===== src/rtl/div_pkg.sv =====
package div_pkg;
  typedef enum logic [1:0] {
    ST_IDLE    = 2'd0,
    ST_SUB     = 2'd1,
    ST_RESTORE = 2'd2,
    ST_FIN     = 2'd3
  } div_state_e;
endpackage


===== src/rtl/div_rst_sync.sv =====
module div_rst_sync (
  input  logic clk,
  input  logic rst_n,
  output logic rst_n_sync
);
  logic meta_q;

  always_ff @(posedge clk or negedge rst_n) begin
    if (!rst_n) begin
      meta_q     <= 1'b0;
      rst_n_sync <= 1'b0;
    end else begin
      meta_q     <= 1'b1;
      rst_n_sync <= meta_q;
    end
  end
endmodule


===== src/rtl/div_addsub.sv =====
// Adds or subtracts the W-bit divisor to or from the (W+1)-bit partial
// remainder; the borrow is taken one bit above the stored width.
module div_addsub #(
  parameter int W = 32
) (
  input  logic [W:0]   opa,
  input  logic [W-1:0] opb,
  input  logic         sub,
  output logic [W:0]   res,
  output logic         borrow
);
  localparam int XW = W + 2;

  logic [XW-1:0] ext_a, ext_b, sum;

  assign ext_a  = {1'b0, opa};
  assign ext_b  = {2'b00, opb};
  assign sum    = sub ? (ext_a - ext_b) : (ext_a + ext_b);
  assign res    = sum[W:0];
  assign borrow = sub & sum[XW-1];
endmodule


===== src/rtl/div_bit_counter.sv =====
module div_bit_counter #(
  parameter int W = 32
) (
  input  logic                    clk,
  input  logic                    rst_n,
  input  logic                    load,
  input  logic                    step,
  output logic                    last,
  output logic [$clog2(W+1)-1:0]  count
);
  localparam int CW = $clog2(W + 1);

  logic [CW-1:0] cnt_d;
  logic          cnt_en;

  always_comb begin
    cnt_en = load | step;
    if (load) cnt_d = CW'(W);
    else      cnt_d = count - CW'(1);
  end

  always_ff @(posedge clk or negedge rst_n) begin
    if (!rst_n)      count <= '0;
    else if (cnt_en) count <= cnt_d;
  end

  assign last = (count == CW'(1));

  p_step_live_r7: assert property (@(posedge clk) disable iff (!rst_n)
    step |-> (count != '0));
  p_load_full_r7: assert property (@(posedge clk) disable iff (!rst_n)
    load |=> (count == CW'(W)));
endmodule


===== src/rtl/seq_restoring_div.sv =====
module seq_restoring_div #(
  parameter int W = 32
) (
  input  logic         clk,
  input  logic         rst_n,
  input  logic         start,
  input  logic [W-1:0] dividend,
  input  logic [W-1:0] divisor,
  output logic         busy,
  output logic         done,
  output logic [W-1:0] quotient,
  output logic [W-1:0] remainder,
  output logic         div_by_zero
);
  import div_pkg::*;

  localparam int RW = 2 * W + 1;
  localparam int CW = $clog2(W + 1);

  logic             rst_s_n;
  div_state_e       st_q, st_d;
  logic [RW-1:0]    rem_q, rem_d;
  logic [W-1:0]     dvs_q;
  logic             err_q, err_d;
  logic             done_q;
  logic             rem_en, dvs_en;
  logic [W:0]       hi;
  logic [W-1:0]     lo;
  logic [W:0]       as_res;
  logic             as_sub, as_borrow;
  logic [RW-1:0]    joined;
  logic             cnt_load, cnt_step, cnt_last;
  logic [CW-1:0]    cnt_val;

  div_rst_sync u_rst (
    .clk        (clk),
    .rst_n      (rst_n),
    .rst_n_sync (rst_s_n)
  );

  assign hi     = rem_q[RW-1:W];
  assign lo     = rem_q[W-1:0];
  assign joined = {as_res, lo};
  assign as_sub = (st_q == ST_SUB);

  div_addsub #(.W(W)) u_addsub (
    .opa    (hi),
    .opb    (dvs_q),
    .sub    (as_sub),
    .res    (as_res),
    .borrow (as_borrow)
  );

  div_bit_counter #(.W(W)) u_cnt (
    .clk   (clk),
    .rst_n (rst_s_n),
    .load  (cnt_load),
    .step  (cnt_step),
    .last  (cnt_last),
    .count (cnt_val)
  );

  always_comb begin
    st_d     = st_q;
    rem_d    = rem_q;
    err_d    = err_q;
    rem_en   = 1'b0;
    dvs_en   = 1'b0;
    cnt_load = 1'b0;
    cnt_step = 1'b0;
    case (st_q)
      ST_IDLE: begin
        if (start) begin
          rem_d    = {{W{1'b0}}, dividend, 1'b0};
          err_d    = (divisor == '0);
          rem_en   = 1'b1;
          dvs_en   = 1'b1;
          cnt_load = 1'b1;
          st_d     = ST_SUB;
        end
      end
      ST_SUB: begin
        rem_en = 1'b1;
        if (as_borrow) begin
          rem_d = joined;
          st_d  = ST_RESTORE;
        end else begin
          rem_d    = {joined[RW-2:0], 1'b1};
          cnt_step = 1'b1;
          st_d     = cnt_last ? ST_FIN : ST_SUB;
        end
      end
      ST_RESTORE: begin
        rem_en   = 1'b1;
        rem_d    = {joined[RW-2:0], 1'b0};
        cnt_step = 1'b1;
        st_d     = cnt_last ? ST_FIN : ST_SUB;
      end
      ST_FIN: begin
        rem_en = 1'b1;
        rem_d  = {1'b0, hi[W:1], lo};
        st_d   = ST_IDLE;
      end
      default: st_d = ST_IDLE;
    endcase
  end

  always_ff @(posedge clk or negedge rst_s_n) begin
    if (!rst_s_n) begin
      st_q   <= ST_IDLE;
      rem_q  <= '0;
      dvs_q  <= '0;
      err_q  <= 1'b0;
      done_q <= 1'b0;
    end else begin
      st_q   <= st_d;
      done_q <= (st_q == ST_FIN);
      if (rem_en) rem_q <= rem_d;
      if (dvs_en) begin
        dvs_q <= divisor;
        err_q <= err_d;
      end
    end
  end

  assign busy        = (st_q != ST_IDLE);
  assign done        = done_q;
  assign quotient    = rem_q[W-1:0];
  assign remainder   = rem_q[2*W-1:W];
  assign div_by_zero = err_q;

  p_done_pulse_r5: assert property (@(posedge clk) disable iff (!rst_s_n)
    done |=> !done);
  p_busy_quiet_r5: assert property (@(posedge clk) disable iff (!rst_s_n)
    done |-> !busy);
  p_idle_hold_r5: assert property (@(posedge clk) disable iff (!rst_s_n)
    (!busy && !start) |=> ($stable(quotient) && $stable(remainder) && $stable(div_by_zero)));
  p_rem_bound_r2: assert property (@(posedge clk) disable iff (!rst_s_n)
    (done && !div_by_zero) |-> (remainder < dvs_q));
  p_zero_div_r4: assert property (@(posedge clk) disable iff (!rst_s_n)
    (done && div_by_zero) |-> (quotient == {W{1'b1}}));
  p_restore_bound_r3: assert property (@(posedge clk) disable iff (!rst_s_n)
    (st_q == ST_RESTORE) |-> (as_res < {dvs_q, 1'b0}));
endmodule


===== config.mk =====
export PLATFORM = sky130hd
export DESIGN_NAME = seq_restoring_div
export DESIGN_NICKNAME = d
export VERILOG_FILES = /design/src/rtl/div_pkg.sv /design/src/rtl/div_rst_sync.sv /design/src/rtl/div_addsub.sv /design/src/rtl/div_bit_counter.sv /design/src/rtl/seq_restoring_div.sv
export SDC_FILE = /design/constraint.sdc
export NUM_CORES = 1
export LEC_CHECK = 0
export CELL_PAD_IN_SITES_DETAIL_PLACEMENT = 0
export CELL_PAD_IN_SITES_GLOBAL_PLACEMENT = 1
export CORE_MARGIN = 10
export CORE_UTILIZATION = 40
export CTS_CLUSTER_DIAMETER = 150
export DETAILED_ROUTE_END_ITERATION = 10
export PLACE_DENSITY = 0.78
export SLEW_MARGIN = 10
export SYNTH_ARGS = -nofsm -noshare
export SYNTH_HDL_FRONTEND = slang
export SYNTH_SLANG_ARGS = --single-unit

===== constraint.sdc =====
create_clock -name clk -period 4.28 [get_ports clk]
set_input_delay 0.428 -clock clk [delete_from_list [all_inputs] [get_ports clk]]
set_output_delay 0.428 -clock clk [all_outputs]
set_load 0.05 [all_outputs]

# After elaboration in Yosys (flattened, before gate mapping)
# Index checks and enable logic that the tools add are counted.
# Widths: inputs -> output; s select.
[word_totals] output_inout_bits=67 register_bits=109 wordCells=42 input_bits=67
[op_classes] addsub=3 n_mux=14 n_bitwise=3 eq_ne=6 reduce_logical=7
[ops] op="$pmux 65 s4" count=1
[ops] op="$mux 65" count=2
[ops] op="$add 33x32->34" count=1
[ops] op="$mux 34" count=1
[ops] op="$sub 33x32->34" count=1
[ops] op="$logic_not 32->1" count=1
[ops] op="$pmux 2 s4" count=1
[ops] op="$eq 6x1->1 const B" count=1
[ops] op="$mux 2" count=3
[ops] op="$mux 6" count=1
[ops] op="$sub 6x1->6 const B" count=1
[ops] op="$eq 2x2->1 const B" count=2
[ops] op="$ne 2x2->1 const B" count=2
[ops] op="$pmux 1 s2" count=2
[ops] op="$reduce_and 4->1" count=1
[ops] op="$mux 1" count=3
[ops] op="$reduce_and 3->1" count=1
[ops] op="$reduce_or 3->1" count=1
[ops] op="$eq 2x1->1 const B" count=1
[ops] op="$logic_not 2->1" count=1
[ops] op="$reduce_and 2->1" count=1
[ops] op="$reduce_bool 2->1" count=1
[ops] op="$and 1x1->1" count=1
[ops] op="$not 1->1" count=1
[ops] op="$or 1x1->1" count=1

# Depth between registers and ports, before layout
[depth] ltp_word=6 ltp_mapped=21

# Modules after synthesis
# Synthesis repeated with hierarchy kept, for this count alone.
[hier_totals] cells_unflattened=892 area_unflattened_um2=7940.1
[modules_own_cells] mod="seq_restoring_div" n_inst=1 cells_each=499 area_each_um2=5161.2
[modules_own_cells] mod="div_addsub" n_inst=1 cells_each=361 area_each_um2=2419.8
[modules_own_cells] mod="div_bit_counter" n_inst=1 cells_each=29 area_each_um2=305.3
[modules_own_cells] mod="div_rst_sync" n_inst=1 cells_each=3 area_each_um2=53.8

# Worst setup path after synthesis
# Ideal clock, no wire load.
[synth_timing] path_type="flip-flop to flip-flop" from="register dvs_q[5]" to="register rem_q[10]" setup_ns=0.082 t_arrival_ns=4.289 path_buffers=2 required_ns=4.198 setup_slack_ns=-0.091 stages_incl_launch_ff=20 cell_sequence="dfrtp_1 > nor4_2 > nand2_1 > nor4_1 > nand2_1 > nor3_1 > and2_1 > nor2b_1 > nor2_1 > xnor2_1 > ha_1 > clkbuf_1 > a21o_1 > a21oi_1 > o31ai_1 > a2111oi_4 > nor3_2 > clkbuf_1 > nor2_1 > a31oi_1"
[synth_via] elab_chain_cells=5
[synth_lines] element="start, declared" line="seq_restoring_div.sv:23" text="logic [W-1:0] dvs_q;"
[synth_lines] element="start signal, assigned" line="seq_restoring_div.sv:120" text="dvs_q <= divisor;"
[synth_lines] element="$add 33x32->34 / $sub 33x32->34 (equally long branches)" line="div_addsub.sv:18" text="assign sum = sub ? (ext_a - ext_b) : (ext_a + ext_b);"
[synth_lines] element="$mux 34 (*)" line="div_addsub.sv:18"
[synth_lines] element="$and 1x1->1 (*)" line="div_addsub.sv:20" text="assign borrow = sub & sum[XW-1];"
[synth_lines] element="$ne 2x2->1 (no source line) (*)"
[synth_lines] element="$reduce_and 4->1 (no source line) (*)"
[synth_lines] element="end signal, assigned" line="seq_restoring_div.sv:118" text="if (rem_en) rem_q <= rem_d;"
[synth_lines] element="end, declared" line="seq_restoring_div.sv:22" text="logic [RW-1:0] rem_q, rem_d;"
# Mark *: on every way between the ends. The rest lies on a longest branch, timed or not.
# A chain may end at the register's enable or synchronous reset.

# Worst setup path after layout
[layout_timing] from="register dvs_q[2]" to="register rem_q[47]"
[layout_via] elab_chain_cells=5
[layout_lines] element="$add 33x32->34 / $sub 33x32->34 (equally long branches)" line="div_addsub.sv:18"
[layout_lines] element="$mux 34 (*)" line="div_addsub.sv:18"
[layout_lines] element="$and 1x1->1" line="div_addsub.sv:20"
[layout_lines] element="$mux 65" line="seq_restoring_div.sv:84" text="if (as_borrow) begin"
[layout_lines] element="$pmux 65 s4 (*)" line="seq_restoring_div.sv:71" text="case (st_q)"
# Mark *: on every way between the ends. The rest lies on a longest branch, timed or not. The select of a mux whose other input is x is not followed.

==> implementation parameters <==
Parameter                              Value

Run status
  Outcome    finished, violations left
  Failing checks    setup timing

Synth
  Number of nets in the synthesized netlist    1,092
  Cell types with the highest counts after synthesis    sky130_fd_sc_hd__nand2_1, sky130_fd_sc_hd__dfrtp_1, sky130_fd_sc_hd__nor2_1
  Synthesized instance count    approximately 1,000
  Distinct cell type count after synthesis    67
  Most instantiated flip-flop cell in the synthesis netlist    sky130_fd_sc_hd__dfrtp_1
  Async set or reset register ratio after synthesis    100.0%
  EDFF count, synth    0
  Cell taking the most area after synthesis    sky130_fd_sc_hd__dfrtp_1
  Cell with the most instances after synthesis    sky130_fd_sc_hd__nand2_1
  Most area-consuming cells after synthesis    sky130_fd_sc_hd__dfrtp_1, sky130_fd_sc_hd__nand2_1, sky130_fd_sc_hd__ha_1
  Average instance area after synthesis    8.155 µm²
  Area fraction of the dominant cell type after synthesis    34.03%
  Yosys warns    0
  Post-synthesis sequential element count    109
  Portion of the post-synthesis area used by sequential elements    34.03%
  Combined area of all synthesized cells    8016 µm²

Die
  Placeable Area    19,590 µm²
  Count of boundary I/O pins    134
  Die Wd    ~160 µm
  Initial core utilization    slightly above 40%
  Y dimension of the die    161.6 µm
  Total Die Area    26,100 µm²
  Standard-cell row count    51

Layout
  Footprint of the multi-input gates    5124 µm²
  Signed area change from the synthesized netlist to the final layout    37.35%
  Final design utilization    between 50% and 60%
  Total number of nets in the final design    1,241
  Area used by sequential logic in the layout    2731 µm²
  Antenna diode instance count    0
  Number of filler instances in the final layout    1,828
  Share of post-route cells with drive strength above 1    22.43%

CTS
  Number of sinks handled by clock tree synthesis    approximately 110
  TritonCTS clock tree    built
  Maximum clock insertion buffer count    2
  Level count of the clock H-tree    3
  Buffer cell driving the clock tree root    sky130_fd_sc_hd__clkbuf_16
  Clock insertion delay at the later pin of the skew report    370 ps
  Clock-pin slew on the worst setup and hold paths    approximately 90 ps
  CTS buffer count    9

Critical path
  Largest delay contributor family on the critical path    compound AO/OA/AOI/OAI gates
  Startpoint types    flip-flop
  Slowest stage delay, CP    420 ps
  Critical path endpoint category    flip-flop
  Total buffers and inverters traversed by the critical path    3
  Critical path required time    4530 ps
  Data arrival time of the critical path    4590 ps
  Slowest cell on crit path    sky130_fd_sc_hd__dfrtp_1
  Critical-path cell list    nor4_4 -> buf_4 -> nand2_4 -> nor4_4 -> nand2_2 -> nor3_4 -> and2_4 -> nor2b_4 -> a21oi_1 -> xnor2_1 -> ha_1 -> o211ai_1 -> nor2_1 -> a211oi_2 -> o31ai_4 -> a211o_1 -> a21o_1 -> buf_6 -> buf_4 -> a22oi_2 -> o21ai_1 -> a22o_1
  Setup Crit Path Kind    reg2reg
  Worst-path maximum fanout    5

STA
  Worst Slack Setup Final    -61.39 ps
  Shortest period the worst path allows    4341 ps
  Skew final    17.04 ps
  Unrepaired setup endpoints after global routing    true
  Count of final max-slew check failures    0
  Final setup violation count    11
  Remaining max-slew budget at the tightest pin    37.00%
  Max Clock Freq    230.3 MHz
  Actual transition at the worst max-transition pin    945.0 ps
  Final-report hold violation count    0
  Part of the cycle the worst path needs    101.4%

Place
  Buffers added on ports    around 130
  Post-DP HPWL    about 18,000 µm
  Placer congestion estimate    ~0.94

Global routing
  GRT Overall Usage    about 18%
  Total overflow reported by the global router    0
  Largest net degree at the start of global routing    69
  Via count of the first global-routing pass    between 7,000 and 8,000
  Wire length of the first global-routing pass    38,250 µm
  Initial antenna violation count    0

Detailed routing
  Starting DRC count in detailed routing    509
  Routed Antenna Nets    0
  Routed length per placed instance    17.40 µm
  DR DRC count    0
  Number of detailed-route iterations in the first pass    5
  Overall routed net length    about 24,000 µm
  Via count    roughly 7,600
  Mean number of vias per cell    5.444

Job
  Max-cap violation count    0

Min path
  Hold/Removal Path Class    reg2async
-- final cells by class --
type | count | share of cell area, %
Tap cell | 265 | 3.011
Clock inverter | 7 | 0.5795
Sequential cell | 109 | 24.81
Timing Repair Buffer | 257 | 22.31
Clock buffer | 9 | 2.045
Inverter | 21 | 0.7159
Multi-Input combinational cell | 734 | 46.53
-- logic make-up after synthesis --
logic type	synth area share, %
XOR/XNOR	6.774
AO/OA/AOI/OAI	20.34
flip-flops	34.03
buffers and inverters	9.849
adder cells (fa/ha/maj)	6.649
multiplexers	0.3902
other	0.04678
AND/OR/NAND/NOR	21.93
-- per-layer routing --
metal / global-route usage, % / wire length (µm) / part of all wire, % / up-vias
met5: 0 / 0 / 0 / -
met4: 4.425 / 295 / 1.2 / 0
met3: 3.355 / 1370 / 5.6 / 19
met2: 26.67 / 10830 / 44 / 209
met1: 25.14 / 11900 / 49 / 3670
li1: - / - / - / 3734
-- final timing paths --
path | from | end | slack (ps) | cells past startpoint
max in group asynchronous | u_rst.rst_n_sync | rem_q[35] | 3130 | 1
min reg2reg | u_rst.rst_n_sync | rem_q[63] | 200 | 0
max reg2reg | dvs_q[2] | rem_q[47] | -60 | 22
min in group clk | u_rst.meta_q | u_rst.rst_n_sync | 350 | 0
min | u_rst.rst_n_sync | rem_q[63] | 200 | 0
max | dvs_q[2] | rem_q[47] | -60 | 22
-- layout by cell type (no fill, tap or decap), drive strengths merged, types with 3 or more instances in the layout --
cell type        n
o21ai           55
and4             3
and2             6
and3             4
nand4            9
a21o            14
a22o             3
nor3            13
nand3            6
nor2b            4
a221oi           8
clkdlybuf4s50  133
inv             26
buf            121
a211o            3
clkbuf          12
o211ai           7
a2111oi          3
o31ai            5
a211oi           6
nor2            88
ha              41
nor4            19
nand2          175
or3              6
nand2b           3
a31oi           38
o21bai           5
a21oi           61
o22ai           13
nand3b          32
xor2            17
dfrtp          109
a222oi          10
or2              3
xnor2           45
-- state kept, by name, indices dropped and copies added, names as in the netlist --
name / flops
div_by_zero: 1
done: 1
dvs_q: 32
rem_q: 65
st_q: 2
u_cnt.count: 6
u_rst.meta_q: 1
u_rst.rst_n_sync: 1
-- worst reg2reg max path, cell delays in order, from the launching register on --
cell,delay (ps)
sky130_fd_sc_hd__dfrtp_1,420
sky130_fd_sc_hd__nor4_4,320
sky130_fd_sc_hd__buf_4,180
sky130_fd_sc_hd__nand2_4,50
sky130_fd_sc_hd__nor4_4,180
sky130_fd_sc_hd__nand2_2,140
sky130_fd_sc_hd__nor3_4,170
sky130_fd_sc_hd__and2_4,190
sky130_fd_sc_hd__nor2b_4,160
sky130_fd_sc_hd__a21oi_1,90
sky130_fd_sc_hd__xnor2_1,230
sky130_fd_sc_hd__ha_1,290
sky130_fd_sc_hd__o211ai_1,140
sky130_fd_sc_hd__nor2_1,90
sky130_fd_sc_hd__a211oi_2,290
sky130_fd_sc_hd__o31ai_4,130
sky130_fd_sc_hd__a211o_1,290
sky130_fd_sc_hd__a21o_1,220
sky130_fd_sc_hd__buf_6,150
sky130_fd_sc_hd__buf_4,130
sky130_fd_sc_hd__a22oi_2,110
sky130_fd_sc_hd__o21ai_1,80
sky130_fd_sc_hd__a22o_1,190
-- per-stage QoR --
stage | instance area [µm²] | worst slack (ps) | hold slack [ps] | std cells | setup TNS, ps
floorplan | 8041 | 55.25 | 132.4 | 983 | 0
detailed placement | 9817 | -260.1 | 219.4 | 1363 | -11990
global route | 11010 | -240.4 | 210.5 | 1402 | -8799
finish | 11010 | -61.39 | 203.0 | 1402 | -286.9
CTS | 10360 | -100.2 | 206.2 | 1389 | -452.0
global placement | 9817 | -150.1 | 220.9 | 1363 | -4814
-- what timing repair did --
action | in CTS | in global routing
hold endpoints to repair | 0 | 0
endpoints found under the setup margin | 72 | 73
gates resized for setup | 50 | 112
gates cloned | 0 | 4
hold buffers | 0 | 0
buffers inserted | 10 | 10
pin swaps | 19 | 33
Power is not shown: default switching activity piles up to over one toggle a cycle in this logic, so the estimate is an artifact.
